===== src/rtl/lossdet_pkg.sv =====
package lossdet_pkg;

    typedef enum logic [1:0] {
        ST_IDLE,
        ST_COUNT,
        ST_COLLECT,
        ST_CHECKED
    } ld_state_e;

endpackage


===== src/rtl/lossdet_fsm.sv =====
module lossdet_fsm
    import lossdet_pkg::*;
(
    input  logic clk,
    input  logic rst_n,
    input  logic start_i,
    input  logic stop_i,
    input  logic cover_done_i,
    output logic clear_o,
    output logic count_en_o,
    output logic collect_en_o
);

    ld_state_e state_q;
    ld_state_e state_d;

    // State register
    always_ff @(posedge clk or negedge rst_n) begin
        if (!rst_n) begin
            state_q <= ST_IDLE;
        end else begin
            state_q <= state_d;
        end
    end

    // Next-state logic
    always_comb begin
        state_d = state_q;
        unique case (state_q)
            ST_IDLE: begin
                if (start_i) state_d = ST_COUNT;
            end
            ST_COUNT: begin
                if (start_i)     state_d = ST_COUNT;
                else if (stop_i) state_d = ST_COLLECT;
            end
            ST_COLLECT: begin
                if (start_i)           state_d = ST_COUNT;
                else if (cover_done_i) state_d = ST_CHECKED;
            end
            ST_CHECKED: begin
                if (start_i) state_d = ST_COUNT;
            end
            default: state_d = ST_IDLE;
        endcase
    end

    // Outputs
    always_comb begin
        clear_o      = start_i;
        count_en_o   = 1'b0;
        collect_en_o = 1'b0;
        unique case (state_q)
            ST_IDLE:    ;
            ST_COUNT:   count_en_o   = 1'b1;
            ST_COLLECT: collect_en_o = !start_i;
            ST_CHECKED: ;
            default:    ;
        endcase
    end

endmodule


===== src/rtl/lossdet_counters.sv =====
module lossdet_counters #(
    parameter int NUM_DEST = 16,
    parameter int CNT_W    = 16,
    parameter int IDX_W    = 4
) (
    input  logic             clk,
    input  logic             rst_n,
    input  logic             clear_i,
    input  logic             count_en_i,
    input  logic             pkt_valid_i,
    input  logic [IDX_W-1:0] pkt_dest_i,
    output logic [CNT_W-1:0] cnt_o [NUM_DEST]
);

    for (genvar d = 0; d < NUM_DEST; d++) begin : g_cnt
        logic bump;
        assign bump = count_en_i && pkt_valid_i && (pkt_dest_i == IDX_W'(d));

        always_ff @(posedge clk or negedge rst_n) begin
            if (!rst_n) begin
                cnt_o[d] <= '0;
            end else if (clear_i) begin
                cnt_o[d] <= '0;
            end else if (bump) begin
                cnt_o[d] <= cnt_o[d] + 1'b1;
            end
        end
    end

endmodule


===== src/rtl/lossdet_compare.sv =====
module lossdet_compare #(
    parameter int NUM_DEST = 16,
    parameter int CNT_W    = 16,
    parameter int RIDX_W   = 5
) (
    input  logic                clk,
    input  logic                rst_n,
    input  logic                clear_i,
    input  logic                collect_en_i,
    input  logic                rpt_valid_i,
    input  logic [RIDX_W-1:0]   rpt_idx_i,
    input  logic [CNT_W-1:0]    rpt_count_i,
    input  logic [CNT_W-1:0]    cnt_i [NUM_DEST],
    output logic                cover_done_o,
    output logic [NUM_DEST-1:0] fail_map_o,
    output logic                alert_o,
    output logic                done_o
);

    logic [NUM_DEST-1:0] hit;
    logic [NUM_DEST-1:0] seen_q;
    logic [NUM_DEST-1:0] seen_d;
    logic [CNT_W-1:0]    local_cnt;
    logic                accept;
    logic                mismatch;

    // Select the local counter of the report index; hit stays zero if out of range
    always_comb begin
        hit       = '0;
        local_cnt = '0;
        for (int d = 0; d < NUM_DEST; d++) begin
            if (rpt_valid_i && collect_en_i && (rpt_idx_i == RIDX_W'(d))) begin
                hit[d]    = 1'b1;
                local_cnt = cnt_i[d];
            end
        end
    end

    assign accept       = |hit;
    assign mismatch     = accept && (local_cnt != rpt_count_i);
    assign seen_d       = seen_q | hit;
    assign cover_done_o = accept && (&seen_d) && !(&seen_q);

    always_ff @(posedge clk or negedge rst_n) begin
        if (!rst_n) begin
            seen_q     <= '0;
            fail_map_o <= '0;
            alert_o    <= 1'b0;
            done_o     <= 1'b0;
        end else if (clear_i) begin
            seen_q     <= '0;
            fail_map_o <= '0;
            alert_o    <= 1'b0;
            done_o     <= 1'b0;
        end else begin
            seen_q  <= seen_d;
            alert_o <= mismatch && !(|fail_map_o);
            done_o  <= cover_done_o;
            if (mismatch) begin
                fail_map_o <= fail_map_o | hit;
            end
        end
    end

endmodule


===== src/rtl/lossdet_top.sv =====
module lossdet_top #(
    parameter  int NUM_DEST = 16,
    parameter  int CNT_W    = 16,
    localparam int IDX_W    = (NUM_DEST > 1) ? $clog2(NUM_DEST) : 1,
    localparam int RIDX_W   = IDX_W + 1
) (
    input  logic                clk,
    input  logic                rst_n,
    input  logic                start_i,
    input  logic                stop_i,
    input  logic                pkt_valid_i,
    input  logic [IDX_W-1:0]    pkt_dest_i,
    input  logic                rpt_valid_i,
    input  logic [RIDX_W-1:0]   rpt_idx_i,
    input  logic [CNT_W-1:0]    rpt_count_i,
    output logic                window_open_o,
    output logic [NUM_DEST-1:0] fail_map_o,
    output logic                alert_o,
    output logic                done_o
);

    logic             clear;
    logic             count_en;
    logic             collect_en;
    logic             cover_done;
    logic [CNT_W-1:0] cnt [NUM_DEST];

    lossdet_fsm u_fsm (
        .clk          (clk),
        .rst_n        (rst_n),
        .start_i      (start_i),
        .stop_i       (stop_i),
        .cover_done_i (cover_done),
        .clear_o      (clear),
        .count_en_o   (count_en),
        .collect_en_o (collect_en)
    );

    lossdet_counters #(
        .NUM_DEST (NUM_DEST),
        .CNT_W    (CNT_W),
        .IDX_W    (IDX_W)
    ) u_counters (
        .clk         (clk),
        .rst_n       (rst_n),
        .clear_i     (clear),
        .count_en_i  (count_en),
        .pkt_valid_i (pkt_valid_i),
        .pkt_dest_i  (pkt_dest_i),
        .cnt_o       (cnt)
    );

    lossdet_compare #(
        .NUM_DEST (NUM_DEST),
        .CNT_W    (CNT_W),
        .RIDX_W   (RIDX_W)
    ) u_compare (
        .clk          (clk),
        .rst_n        (rst_n),
        .clear_i      (clear),
        .collect_en_i (collect_en),
        .rpt_valid_i  (rpt_valid_i),
        .rpt_idx_i    (rpt_idx_i),
        .rpt_count_i  (rpt_count_i),
        .cnt_i        (cnt),
        .cover_done_o (cover_done),
        .fail_map_o   (fail_map_o),
        .alert_o      (alert_o),
        .done_o       (done_o)
    );

    assign window_open_o = count_en;

endmodule


===== config.mk =====
export PLATFORM = sky130hd
export DESIGN_NAME = lossdet_top
export DESIGN_NICKNAME = d
export VERILOG_FILES = /design/src/rtl/lossdet_pkg.sv /design/src/rtl/lossdet_fsm.sv /design/src/rtl/lossdet_counters.sv /design/src/rtl/lossdet_compare.sv /design/src/rtl/lossdet_top.sv
export SDC_FILE = /design/constraint.sdc
export NUM_CORES = 1
export LEC_CHECK = 0
export ABC_AREA = 1
export BUFFER_PORTS_ARGS = -buffer_cell sky130_fd_sc_hd__buf_2
export CELL_PAD_IN_SITES_DETAIL_PLACEMENT = 0
export CELL_PAD_IN_SITES_GLOBAL_PLACEMENT = 1
export CORE_MARGIN = 1
export CORE_UTILIZATION = 50
export CTS_CLUSTER_SIZE = 28
export DETAILED_ROUTE_END_ITERATION = 6
export GPL_TIMING_DRIVEN = 0
export PLACE_DENSITY_LB_ADDON = 0.1
export REMOVE_ABC_BUFFERS = 1
export SYNTH_ARGS = -nofsm -noshare
export SYNTH_HDL_FRONTEND = slang
export SYNTH_SLANG_ARGS = --single-unit

===== constraint.sdc =====
create_clock -name clk -period 4.94 [get_ports clk]
set_input_delay 0.988 -clock clk [delete_from_list [all_inputs] [get_ports clk]]
set_output_delay 0.988 -clock clk [all_outputs]
set_load 0.02 [all_outputs]

Word level (Yosys, flattened, before mapping)
Index checks and enable logic that the tools add are counted.
Widths: inputs -> output; s select.
Word-level totals
  flip-flop bits (word level): 292
  latch bits: 0
  bits in writable memories: 0
  ROM bits: 0
  input port bits: 31
  word-level logic and storage cells: 220
  memories: 0
Cells by class
  add/subtract/negate cells: 16
  $mul: 0
  divide/modulo/power cells: 0
  $lt $le $gt $ge: 0
  equality and inequality tests: 37
  shift-type cells: 0
  multiplexer cells: 77
  bitwise gates (word level): 2
  reductions and logical operators: 67
Operator list (number)
  $mux 16: 51
  $add 16x1->16 const B: 16
  $eq 5x4->1 const B: 8
  $logic_and 1x1->1: 38
  $reduce_bool 2->1: 17
  $eq 4x4->1 const B: 8
  $or 16x16->16: 2
  $reduce_and 16->1: 2
  $reduce_or 16->1: 2
  $eq 5x3->1 const B: 4
  $mux 1: 20
  $eq 4x3->1 const B: 4
  $ne 16x16->1: 1
  $eq 5x2->1 const B: 2
  $mux 2: 5
  $eq 4x2->1 const B: 2
  $ne 3x3->1 const B: 2
  $pmux 2 s3: 1
  $eq 5x1->1 const B: 1
  $logic_not 5->1: 1
  $eq 2x2->1 const B: 2
  $eq 4x1->1 const B: 1
  $logic_not 4->1: 1
  $logic_not 1->1: 3
  5 further kinds: 5

Logic depth before layout (Yosys ltp)
Gate-level depths: netlist (run 1).
  word-level depth: 24
  mapped depth: 29

By module
Synthesis (run 1) repeated with hierarchy kept, for this count alone.
Second synthesis, totals
  cells, all modules: 2897
  area, all modules: 18831.8 um^2
By module, submodules not included
  lossdet_counters: times used 1, cells each 2078, area each 14193.6 um^2
  lossdet_compare: times used 1, cells each 793, area each 4453.0 um^2
  lossdet_fsm: times used 1, cells each 26, area each 185.2 um^2

Worst setup path after synthesis (run 1)
No wires, ideal clock.
  path type: input port to flip-flop
  start point: input port start_i
  end point: register u_compare.fail_map_o[7]
  arrival: 3.050 ns
  data required time: 4.822 ns
  path slack: 1.772 ns
  stages on the path: 24
  cells stage by stage: buf_6 > clkinv_4 > nand2_4 > nor2_8 > nand4_1 > buf_2 > inv_2 > buf_6 > nand2_1 > nand2_1 > nand4_1 > nor2_1 > nand4_1 > nand2_1 > nand3_1 > nand3b_1 > nand2_1 > nor2_1 > nand2_1 > nor2_2 > nand2_2 > buf_2 > nand4_1 > nand2_1
On the way
  word-level cells in the longest chain between the ends: 23
  elaborated cells on any way between the ends: 58
  classes of those cells: eq/ne: 1; mux: 35; bitwise: 1; reduce/logical: 21
RTL lines
  start, declared: line lossdet_top.sv:9  | input logic start_i,
  $logic_not 1->1: line lossdet_fsm.sv:56  | ST_COLLECT: collect_en_o = !start_i;
  $mux 1: line lossdet_fsm.sv:53  | unique case (state_q)
  $logic_and 1x1->1 (2 in a row): line lossdet_compare.sv:32  | if (rpt_valid_i && collect_en_i && (rpt_idx_i == RIDX_W'(d))) begin
  $mux 16 (16 in a row): line lossdet_compare.sv:32
  $ne 16x16->1: line lossdet_compare.sv:40  | assign mismatch = accept && (local_cnt != rpt_count_i);
  $logic_and 1x1->1: line lossdet_compare.sv:40
  $reduce_bool 2->1 (no source line)
  end signal, assigned: line lossdet_compare.sv:60  | fail_map_o <= fail_map_o | hit;
  end, declared: line lossdet_compare.sv:15  | output logic [NUM_DEST-1:0] fail_map_o,
Parallel ways exist; a longest one is shown, timed or not. The select of a mux whose other input is x is not followed.
A chain may end at the register's enable or synchronous reset.

Worst setup path in the final report (run 1)
  start point: input port rpt_idx_i[3]
  end point: register u_compare.fail_map_o[0]
On the way
  word-level cells in the longest chain between the ends: 21
  elaborated cells on any way between the ends: 71
  classes of those cells: eq/ne: 16; mux: 34; bitwise: 1; reduce/logical: 20
RTL lines
  start, declared: line lossdet_top.sv:14  | input logic [RIDX_W-1:0] rpt_idx_i,
  $logic_not 5->1: line lossdet_compare.sv:32
  $logic_and 1x1->1: line lossdet_compare.sv:32
  $mux 16 (16 in a row): line lossdet_compare.sv:32
  $ne 16x16->1: line lossdet_compare.sv:40
  $logic_and 1x1->1: line lossdet_compare.sv:40
  $reduce_bool 2->1 (no source line)
Parallel ways exist; a longest one is shown, timed or not. The select of a mux whose other input is x is not followed.

==> results.toml, run 1 <==
[clock_network]
clock_sinks = 292
holdBufCountCts = 0
cts_tree = "built"
clockBufferDepth = 3
cts_buffers = 36
h-tree-depth = 2
ctsRootBufferMaster = "clkbuf_16"
path_clk_slew_ns = 0.05
clk_latency_ns = 0.53

[synthesis]
async_reset_ff_share_pct = 100
synth_edf_count = 0
synth-compound-area-share_pct = 13.7
synth_xor_area_share_pct = 0
yosys_warnings = 0
synthAdderAreaFrac_pct = 1.30
synthSimpleGateAreaFrac_pct = 32.1
netlist_area_um2 = 17300
ys.flop_type = "dfrtp_1"
synth_cells = 2458
ys_seq_area_share_pct = 42.1
synthMuxAreaShare_pct = 0
ys_types = 51
postSynthAreaPerCell_um2 = 7.06
synth_top_family_by_area = "simple AND/OR/NAND/NOR gates"
ys_seq_elements = 292

[floorplanning]
die_w_um = 188
start_util_pct = 51.2
die_area_um2 = 35400
placementRows = 67
core_area_um2 = 33900
ios = 50
fp.dieH_um = 188

[route]
avgRoutedWirePerCell_um = 17.3
drtPass1Iterations = 5
via_per_inst = 5.59
drt_iter0_markers = 1300
ant_nets = 0
drc_errors = 0
dr_total_vias = 16600
routed_wl_um = 51300

[worst_setup_path]
ff2ff_setup_slack_ns = 0.85
arrival_ns = 5.04
crit_chain = "buf_2 -> nor2_4 -> inv_1 -> nor3_1 -> nand2_1 -> nand2_1 -> nand3_1 -> nand2_1 -> nand4_1 -> nand2_1 -> nand4_1 -> nand2_1 -> nand3_1 -> nand3b_1 -> nand2_1 -> nor2_1 -> nand2_1 -> nor2_2 -> nand2_4 -> nand2_8 -> nand3_1 -> nand2_1"
cpMostUsedCell = "nand2_1"
rr_endpoint = "u_compare.fail_map_o[0]$_DFFE_PN0P_"
cp_max_fo = 33
path_delay_family = "simple AND/OR/NAND/NOR gates"
worst-path-buf-inv = 2
slowest_delay_ns = 0.67
critPathLaunchType = "input pin"
reg2reg_from = "u_fsm.state_q[0]$_DFFE_PN0P_"
end_kind = "flip-flop"
critical-path-slowest-cell = "nor3_1"
required_ns = 5.39
rr_worst_depth = 26
critPathKind = "in2reg"

[global_route]
grt_use_total_pct = 28.8
overflow = 0
antenna_found_initial = 0
grt_max_degree = 119
first_global_vias = 15800
grt_pass1_wl_um = 81400

[power]
p_total_mw = 5.38
ir_drop_v = 0.000239
leakagePower_nw = 8.30
power.density_nw_per_um2 = 279

[sta]
worst_pin_slew_ns = 0.847
drv_slew = 0
fin_skew_ns = 0.0220
layout_min_cycle_time_ns = 4.59
finalCritPeriodShare_pct = 93.0
finalSetupViolCount = 0
rsz0062_at_grt = "false"
slew_headroom_pct = 43.5
finalHoldViolCount = 0
clock.fmax_ghz = 0.218

[place]
place_inst = 2891
place_congestion = 0.881
port_buffers = 49
place_hpwl_um = 34900

[final_layout]
area_growth_pct = 11.2
antenna_cells = 0
stdcell_count = 2966
fillers = 3304
drive_gt1_share_pct = 6.51
layout.nets = 2540

[hold_path]
worstHoldPathType = "in2async"

[status]
status = "complete, no violations"

[run]
cap_viol_max_count = 0
power breakdown:
part	internal (mW)	total, mW	switching, mW
logic	0.0760	0.337	0.261
registers	2.40	2.41	0.00816
clock network	1.57	2.63	1.05
total	4.05	5.38	1.32
synthesized netlist by cell type, drive strengths merged (6+ instances only):
library cell / number / share of area, %
inv: 411 / 8.9
a221oi: 18 / 0.91
clkbuf: 39 / 0.84
ha: 18 / 1.3
nand4: 106 / 3.8
nand3: 147 / 4.3
o21a: 6 / 0.26
a211oi: 24 / 1.0
dfrtp: 292 / 42
buf: 29 / 1.0
nor3: 134 / 4.0
nor4: 21 / 0.76
and3: 6 / 0.22
nor2: 263 / 6.0
or2: 18 / 0.65
nand2: 520 / 11
a21oi: 174 / 5.0
a31oi: 15 / 0.54
nand3b: 13 / 0.56
o21ai: 180 / 5.2
cell usage in the layout (no fill, tap or decap), drive strengths merged, types with 21 or more instances in the layout:
master / n
clkbuf: 60
nor4: 21
buf: 58
nand3: 147
o21ai: 180
dfrtp: 292
inv: 414
nand2: 520
nor3: 134
nand4: 107
a21oi: 174
nor2: 264
a211oi: 24
kinds of logic after synthesis:
family | Yosys count
fa+ha+maj | 18
compound gates | 432
simple gates | 1235
flops | 292
buf+inv | 481
per-stage QoR:
step	worst slack (ns)	instance area, um2	utilization (%)	TNS, ns	hold slack, ns
4_1_cts	0.0714	19200	56.7	0	0.427
3_3_place_gp	-4.14	17800	52.6	-1139.31	0.446
5_1_grt	0.0841	19300	56.9	0	0.435
6_report	0.346	19300	56.9	0	0.407
3_5_place_dp	-1.72	17900	53.0	-30.72	0.461
2_1_floorplan	0.655	17000	-	0	0.431
sequential cells by signal (all words and copies together), names as in the netlist:
register / count
u_compare.alert_o: 1
u_compare.done_o: 1
u_compare.fail_map_o: 16
u_compare.seen_q: 16
u_counters.cnt_o: 256
u_fsm.state_q: 2
worst max path at each step:
stage	start	to	slack [ns]	cells past startpoint
floorplan	start_i	u_compare.fail_map_o[15]$_DFFE_PN0P_	0.65	20
global placement	start_i	u_compare.fail_map_o[9]$_DFFE_PN0P_	-4.14	23
detailed placement	start_i	u_compare.fail_map_o[4]$_DFFE_PN0P_	-1.72	23
CTS	start_i	u_compare.fail_map_o[15]$_DFFE_PN0P_	0.07	23
global route	start_i	u_compare.fail_map_o[1]$_DFFE_PN0P_	0.08	25
finish	rpt_idx_i[3]	u_compare.fail_map_o[0]$_DFFE_PN0P_	0.35	22
repair_timing:
item	CTS	global route
resized for setup	3	2
setup buffers	1	4
setup endpoints to repair	19	17
gates cloned	3	2
pin swaps	1	3
worst reg2reg max path, cell delays in order (launching register included):
cell and delay [ns]:
dfrtp_1 0.40, inv_1 0.07, ha_1 0.23, inv_2 0.06
nor2_2 0.11, nand2_2 0.15, nor2_4 0.39, nand2_2 0.28
nand2_1 0.15, nand2_1 0.08, nand3_1 0.11, nand2_1 0.12
nand4_1 0.20, nand2_1 0.18, nand4_1 0.18, nand2_1 0.13
nand3_2 0.09, nand2_1 0.05, nand2_1 0.05, nand2_1 0.04
nor2_1 0.10, nand2_1 0.10, nor2_2 0.20, nand2_4 0.20
nand2_8 0.21, nand3_1 0.09, nand2_1 0.07
layer usage:
metal	routed length, um	track usage [%]	vias to the layer above
met5	0	0	-
met3	3620	4.79	80
met2	22300	44.6	440
met4	1490	9.26	0
li1	-	-	8196
met1	23900	41.2	7856
layout make-up:
class | instances | area [um2] | area share [%]
timing repair inverter | 2 | 27.5 | 0.143
sequential | 292 | 7310 | 37.9
clock inverter | 5 | 57.6 | 0.298
clock buffer | 60 | 1100 | 5.72
inverter | 413 | 1580 | 8.17
timing repair buffer | 59 | 450 | 2.34
tap | 448 | 561 | 2.91
multi-input combinational | 1687 | 8210 | 42.5
Power figures use the tool's default switching activity.
==> run 2, diff against run 1 <==
- PLACE_DENSITY: default -> 0.84
- PLACE_DENSITY_LB_ADDON: 0.1 -> default
==> run 2 against run 1 <==
Effect of this change: sequential share of layout area increased by 0.13 points; critical path depth grew 2; critical endpoint is now u_compare.fail_map_o[14]$_DFFE_PN0P_; die area unchanged; via count is 0.58% lower; worst setup slack gained 0.030 ns; utilization down 0.19 points; clock power about the same.
==> results.toml, run 2 (synthesis gave the netlist of run 1 again) <==
[place]
port_buffers = 49
place_congestion = 0.895
place_hpwl_um = 35200
place_ws_ns = -1.37

[final_layout]
area_growth_pct = 10.8
fillers = 3300
top_regs = "u_counters.cnt_o x256, u_compare.fail_map_o x16, u_compare.seen_q x16"
antenna_cells = 0
final_cell_mix = "nand2_1 (514), inv_1 (404), dfrtp_1 (292)"
layout.nets = 2540
final_common_cell = "nand2_1"
drive_gt1_share_pct = 6.68
largest_reg_flops = 256
regMostFlops = "u_counters.cnt_o"

[route]
avgRoutedWirePerCell_um = 17.2
drt_iter0_markers = 1413
drtPass1Iterations = 6
routed_wl_um = 51100
via_per_inst = 5.56
drc_errors = 0
dr_total_vias = 16500
ant_nets = 0

[sta]
clock.fmax_ghz = 0.219
fin_skew_ns = 0.0163
finalSetupViolCount = 0
rsz0062_at_grt = "false"
setup_slack_ns = 0.376
hold_ws_ns = 0.425
tns_ns = 0
layout_min_cycle_time_ns = 4.56
finalCritPeriodShare_pct = 92.4
worst_pin_slew_ns = 0.813
drv_slew = 0
slew_headroom_pct = 45.3
finalHoldViolCount = 0

[worst_setup_path]
end_kind = "flip-flop"
required_ns = 5.39
critPathKind = "in2reg"
arrival_ns = 5.02
critPathLaunchType = "input pin"
cp_max_fo = 52

[floorplanning]
placementRows = 67
start_util_pct = 51.2
fp.dieH_um = 188
ios = 50
die_w_um = 188
core_area_um2 = 33900
die_area_um2 = 35400

[global_route]
grt_max_degree = 209
grt_use_total_pct = 28.3
first_global_vias = 15100
grt_pass1_wl_um = 80100
antenna_found_initial = 0
overflow = 0

[run]
cap_viol_max_count = 0

[power]
power.density_nw_per_um2 = 279
p_seq_share_pct = 45.0
p_int_mw = 4.02
pwr-share-comb_pct = 6.2
switching_power_mw = 1.33
ir_drop_v = 0.000317
leakagePower_nw = 8.26
clockPowerShare_pct = 48.7
switching_share_pct = 24.9

[clock_network]
clk_latency_ns = 0.52
cts_buffers = 36
clock_sinks = 292
ctsRootBufferMaster = "clkbuf_16"
h-tree-depth = 2
clockBufferDepth = 3
holdBufCountCts = 0
path_clk_slew_ns = 0.06
cts_tree = "built"

[hold_path]
worstHoldPathType = "in2async"

[status]
status = "complete, no violations"
## run 2: what timing repair did
action,CTS,global route
pin swaps,1,3
buffers inserted,1,4
resized for setup,2,1
gates cloned,1,4
setup endpoints to repair,17,17
## run 2: path summary, 6_finish.rpt
path / depth (start not counted) / startpoint / end / slack, ns
worst max register to register: 22 / u_fsm.state_q[0]$_DFFE_PN0P_ / u_compare.fail_map_o[14]$_DFFE_PN0P_ / 0.69
worst min register to register: 1 / u_counters.cnt_o[143]$_DFFE_PN0P_ / u_counters.cnt_o[143]$_DFFE_PN0P_ / 0.47
worst min-delay path: 1 / rst_n / u_counters.cnt_o[254]$_DFFE_PN0P_ / 0.42
max in group asynchronous: 2 / rst_n / u_counters.cnt_o[75]$_DFFE_PN0P_ / 3.43
min in group clk: 1 / u_counters.cnt_o[143]$_DFFE_PN0P_ / u_counters.cnt_o[143]$_DFFE_PN0P_ / 0.47
worst max-delay path: 24 / start_i / u_compare.fail_map_o[14]$_DFFE_PN0P_ / 0.38
## run 2: metrics by stage
step                      cells  utilization [%]  area [um2]  power, mW
after detailed placement   2891             53.0       18000       2.77
after global placement     2887             52.6       17800       2.76
final                      2964             56.8       19200       5.35
after CTS                  2956             56.5       19100       5.37
after global routing       2964             56.8       19200       5.53
after floorplan            2390                -       17000       2.61
## run 2: layout make-up
| cell class | instances | area, um2 | area share (%) |
|---|---|---|---|
| Multi-Input combinational cell | 1688 | 8200 | 42.6 |
| Sequential cell | 292 | 7310 | 38.0 |
| Clock buffer | 53 | 1070 | 5.55 |
| Tap cell | 448 | 561 | 2.92 |
| Clock inverter | 10 | 82.6 | 0.430 |
| Timing Repair Buffer | 58 | 409 | 2.13 |
| Inverter | 413 | 1580 | 8.20 |
| Timing Repair inverter | 2 | 22.5 | 0.117 |
## run 2: routing by layer
metal | vias to the layer above | share of wire [%] | global-route usage, %
met3 | 70 | 5.9 | 3.59
li1 | 8196 | - | -
met4 | 0 | 2.6 | 8.16
met2 | 484 | 44 | 43.2
met5 | - | 0 | 0
met1 | 7726 | 48 | 41.8
## run 2: power groups by stage
stage / Combinational [mW] / Sequential, mW / Clock, mW
CTS: 0.320 / 2.41 / 2.64
detailed placement: 0.317 / 2.45 / 0
global placement: 0.304 / 2.46 / 0
floorplan: 0.158 / 2.45 / 0
global route: 0.370 / 2.41 / 2.75
finish: 0.333 / 2.41 / 2.61
## run 2: worst max-delay path: stages
cell and delay, ns:
buf_6 0.37, clkinv_16 0.26, nand2_4 0.21, nor2_8 0.11
nand4_1 0.22, buf_4 0.21, o21ai_0 0.09, inv_1 0.05
nand3_1 0.08, nand2_1 0.12, nand4_1 0.17, nor2_1 0.26
nand4_1 0.22, nand2_1 0.16, nand3_1 0.16, nand3b_1 0.13
nand2_1 0.05, nor2_1 0.12, nand2_1 0.08, nor2_2 0.12
nand2_2 0.28, nand2_4 0.32, nand3_1 0.11, nand2_1 0.08
==> run 3, diff against run 2 <==
- CORE_UTILIZATION: 50 -> 46
- PLACE_DENSITY: 0.84 -> 0.78
- clock period: 4.94 -> 4.3 ns (I/O delays scaled with it)
==> run 3 against run 2 <==
Effect of this change: sequential power is 15% higher; register-to-register slack worse by 0.39 ns; utilization is 3.7 points lower; final cell count is 2.5% higher; global-route usage is 0.48 points higher; first-iteration DRC count is 8.5% lower; worst hold slack worse by 0.072 ns; die area is 8.6% higher; flip-flop and latch count stayed put; critical path depth is 1 lower; wire length is 6.5% higher; critical path type unchanged; largest cell class unchanged.
==> results.toml, run 3 (synthesis gave the netlist of run 1 again) <==
[hold_path]
worstHoldPathType = "in2async"

[global_route]
grt_use_total_pct = 28.7
overflow = 0
grt_max_degree = 114
first_global_vias = 15600
antenna_found_initial = 2
grt_pass1_wl_um = 86200

[clock_network]
clock_sinks = 292
holdBufCountCts = 0
cts_tree = "built"
ctsRootBufferMaster = "clkbuf_16"
cts_buffers = 37
clockBufferDepth = 3
clk_latency_ns = 0.55
path_clk_slew_ns = 0.05
h-tree-depth = 2

[sta]
worst_pin_slew_ns = 0.908
drv_slew = 0
finalHoldViolCount = 0
tns_ns = 0
finalSetupViolCount = 0
hold_ws_ns = 0.353
finalCritPeriodShare_pct = 95.2
rsz0062_at_grt = "false"
fin_skew_ns = 0.0105
slew_headroom_pct = 38.9
clock.fmax_ghz = 0.244
layout_min_cycle_time_ns = 4.09

[run]
cap_viol_max_count = 0

[floorplanning]
core_area_um2 = 36900
ios = 50
start_util_pct = 47.1
die_area_um2 = 38500
fp.dieH_um = 196
placementRows = 70
die_w_um = 196

[worst_setup_path]
critPathLaunchType = "input pin"
rr_endpoint = "u_compare.fail_map_o[9]$_DFFE_PN0P_"
ff2ff_setup_slack_ns = 0.30
crit_end = "u_compare.fail_map_o[9]$_DFFE_PN0P_"
end_kind = "flip-flop"
cp_max_fo = 52
rr_worst_depth = 25
arrival_ns = 4.52
reg2reg_from = "u_fsm.state_q[0]$_DFFE_PN0P_"
critPathKind = "in2reg"
required_ns = 4.73
worstSetupStartpoint = "start_i"

[final_layout]
area_growth_pct = 12.8
multiInputGateArea_um2 = 8230
fillers = 3687
top_regs = "u_counters.cnt_o x256, u_compare.fail_map_o x16, u_compare.seen_q x16"
largest_reg_flops = 256
regArea_um2 = 7310
final_cell_mix = "nand2_1 (513), inv_1 (403), dfrtp_1 (292)"
final_common_cell = "nand2_1"
regMostFlops = "u_counters.cnt_o"
final_core_util_pct = 53.1
layout.nets = 2555
drive_gt1_share_pct = 7.31

[power]
ir_drop_v = 0.000269
power.density_nw_per_um2 = 317
leakagePower_nw = 8.39

[place]
place_congestion = 0.907
place_hpwl_um = 36400
port_buffers = 49

[route]
drc_errors = 0
avgRoutedWirePerCell_um = 17.9
routed_wl_um = 54400
drt_iter0_markers = 1293
drtPass1Iterations = 7
dr_total_vias = 16700
ant_nets = 0
via_per_inst = 5.48

[status]
status = "complete, no violations"
-- run 3: metrics by stage --
step	area, um2	total power, mW	worst slack, ns	cells
6_report	19600	6.21	0.206	3038
5_1_grt	19600	6.42	0.0800	3038
4_1_cts	19400	6.27	0.0665	3024
3_5_place_dp	18000	3.19	-2.32	2947
3_3_place_gp	17900	3.18	-4.86	2943
2_1_floorplan	17000	3.00	0.143	2390
-- run 3: cell type report --
class	instances	share of cell area [%]
Multi-Input combinational cell	1688	42.1
Clock inverter	7	0.198
Antenna cell	2	0.0256
Clock buffer	58	5.71
Inverter	413	8.10
Sequential cell	292	37.3
Timing Repair inverter	2	0.166
Tap cell	504	3.22
Timing Repair Buffer	72	3.15
-- run 3: worst min path at each step --
stage                                            startpoint  slack [ns]                           endpoint
after global placement    u_counters.cnt_o[239]$_DFFE_PN0P_        0.45  u_counters.cnt_o[239]$_DFFE_PN0P_
after floorplan           u_counters.cnt_o[239]$_DFFE_PN0P_        0.43  u_counters.cnt_o[239]$_DFFE_PN0P_
after CTS                                             rst_n        0.39  u_counters.cnt_o[231]$_DFFE_PN0P_
after global routing                                  rst_n        0.40  u_counters.cnt_o[252]$_DFFE_PN0P_
final                                                 rst_n        0.35  u_counters.cnt_o[253]$_DFFE_PN0P_
after detailed placement  u_counters.cnt_o[239]$_DFFE_PN0P_        0.47  u_counters.cnt_o[239]$_DFFE_PN0P_
-- run 3: per-layer routing --
| layer | vias up | GRT usage, % | share of wire (%) |
|---|---|---|---|
| met5 | - | 0 | 0 |
| met4 | 0 | 8.65 | 2.6 |
| met3 | 80 | 3.82 | 5.6 |
| met2 | 432 | 44.2 | 44 |
| met1 | 7909 | 42.1 | 48 |
| li1 | 8237 | - | - |
-- run 3: power by group --
part / internal (mW) / switching [mW] / total (mW) / leakage [nW]
Combinational: 0.0946 / 0.312 / 0.406 / 3.74
Clock: 1.78 / 1.25 / 3.03 / 0.573
Sequential: 2.76 / 0.00967 / 2.77 / 4.08
-- run 3: worst max-delay path: stages --
cell and delay (ns):
buf_12 0.15, buf_16 0.20, clkinv_16 0.17, nand2_4 0.12, nor2_8 0.33, nand4_1 0.23, inv_2 0.28, nand2_1 0.08
nand2_1 0.12, nand4_1 0.21, nor2_2 0.21, nand4_1 0.19, nand2_1 0.19, nand3_1 0.15, nand3b_1 0.12, nand2_1 0.05
nor2_1 0.12, nand2_1 0.08, nor2_2 0.16, nand2_4 0.12, buf_12 0.17, nand4_1 0.07, nand2_1 0.07
-- run 3: repair_timing --
action	CTS	global route
pin swaps	4	5
setup endpoints to repair	20	17
setup buffers	5	11
resized for setup	7	7
gates cloned	7	1
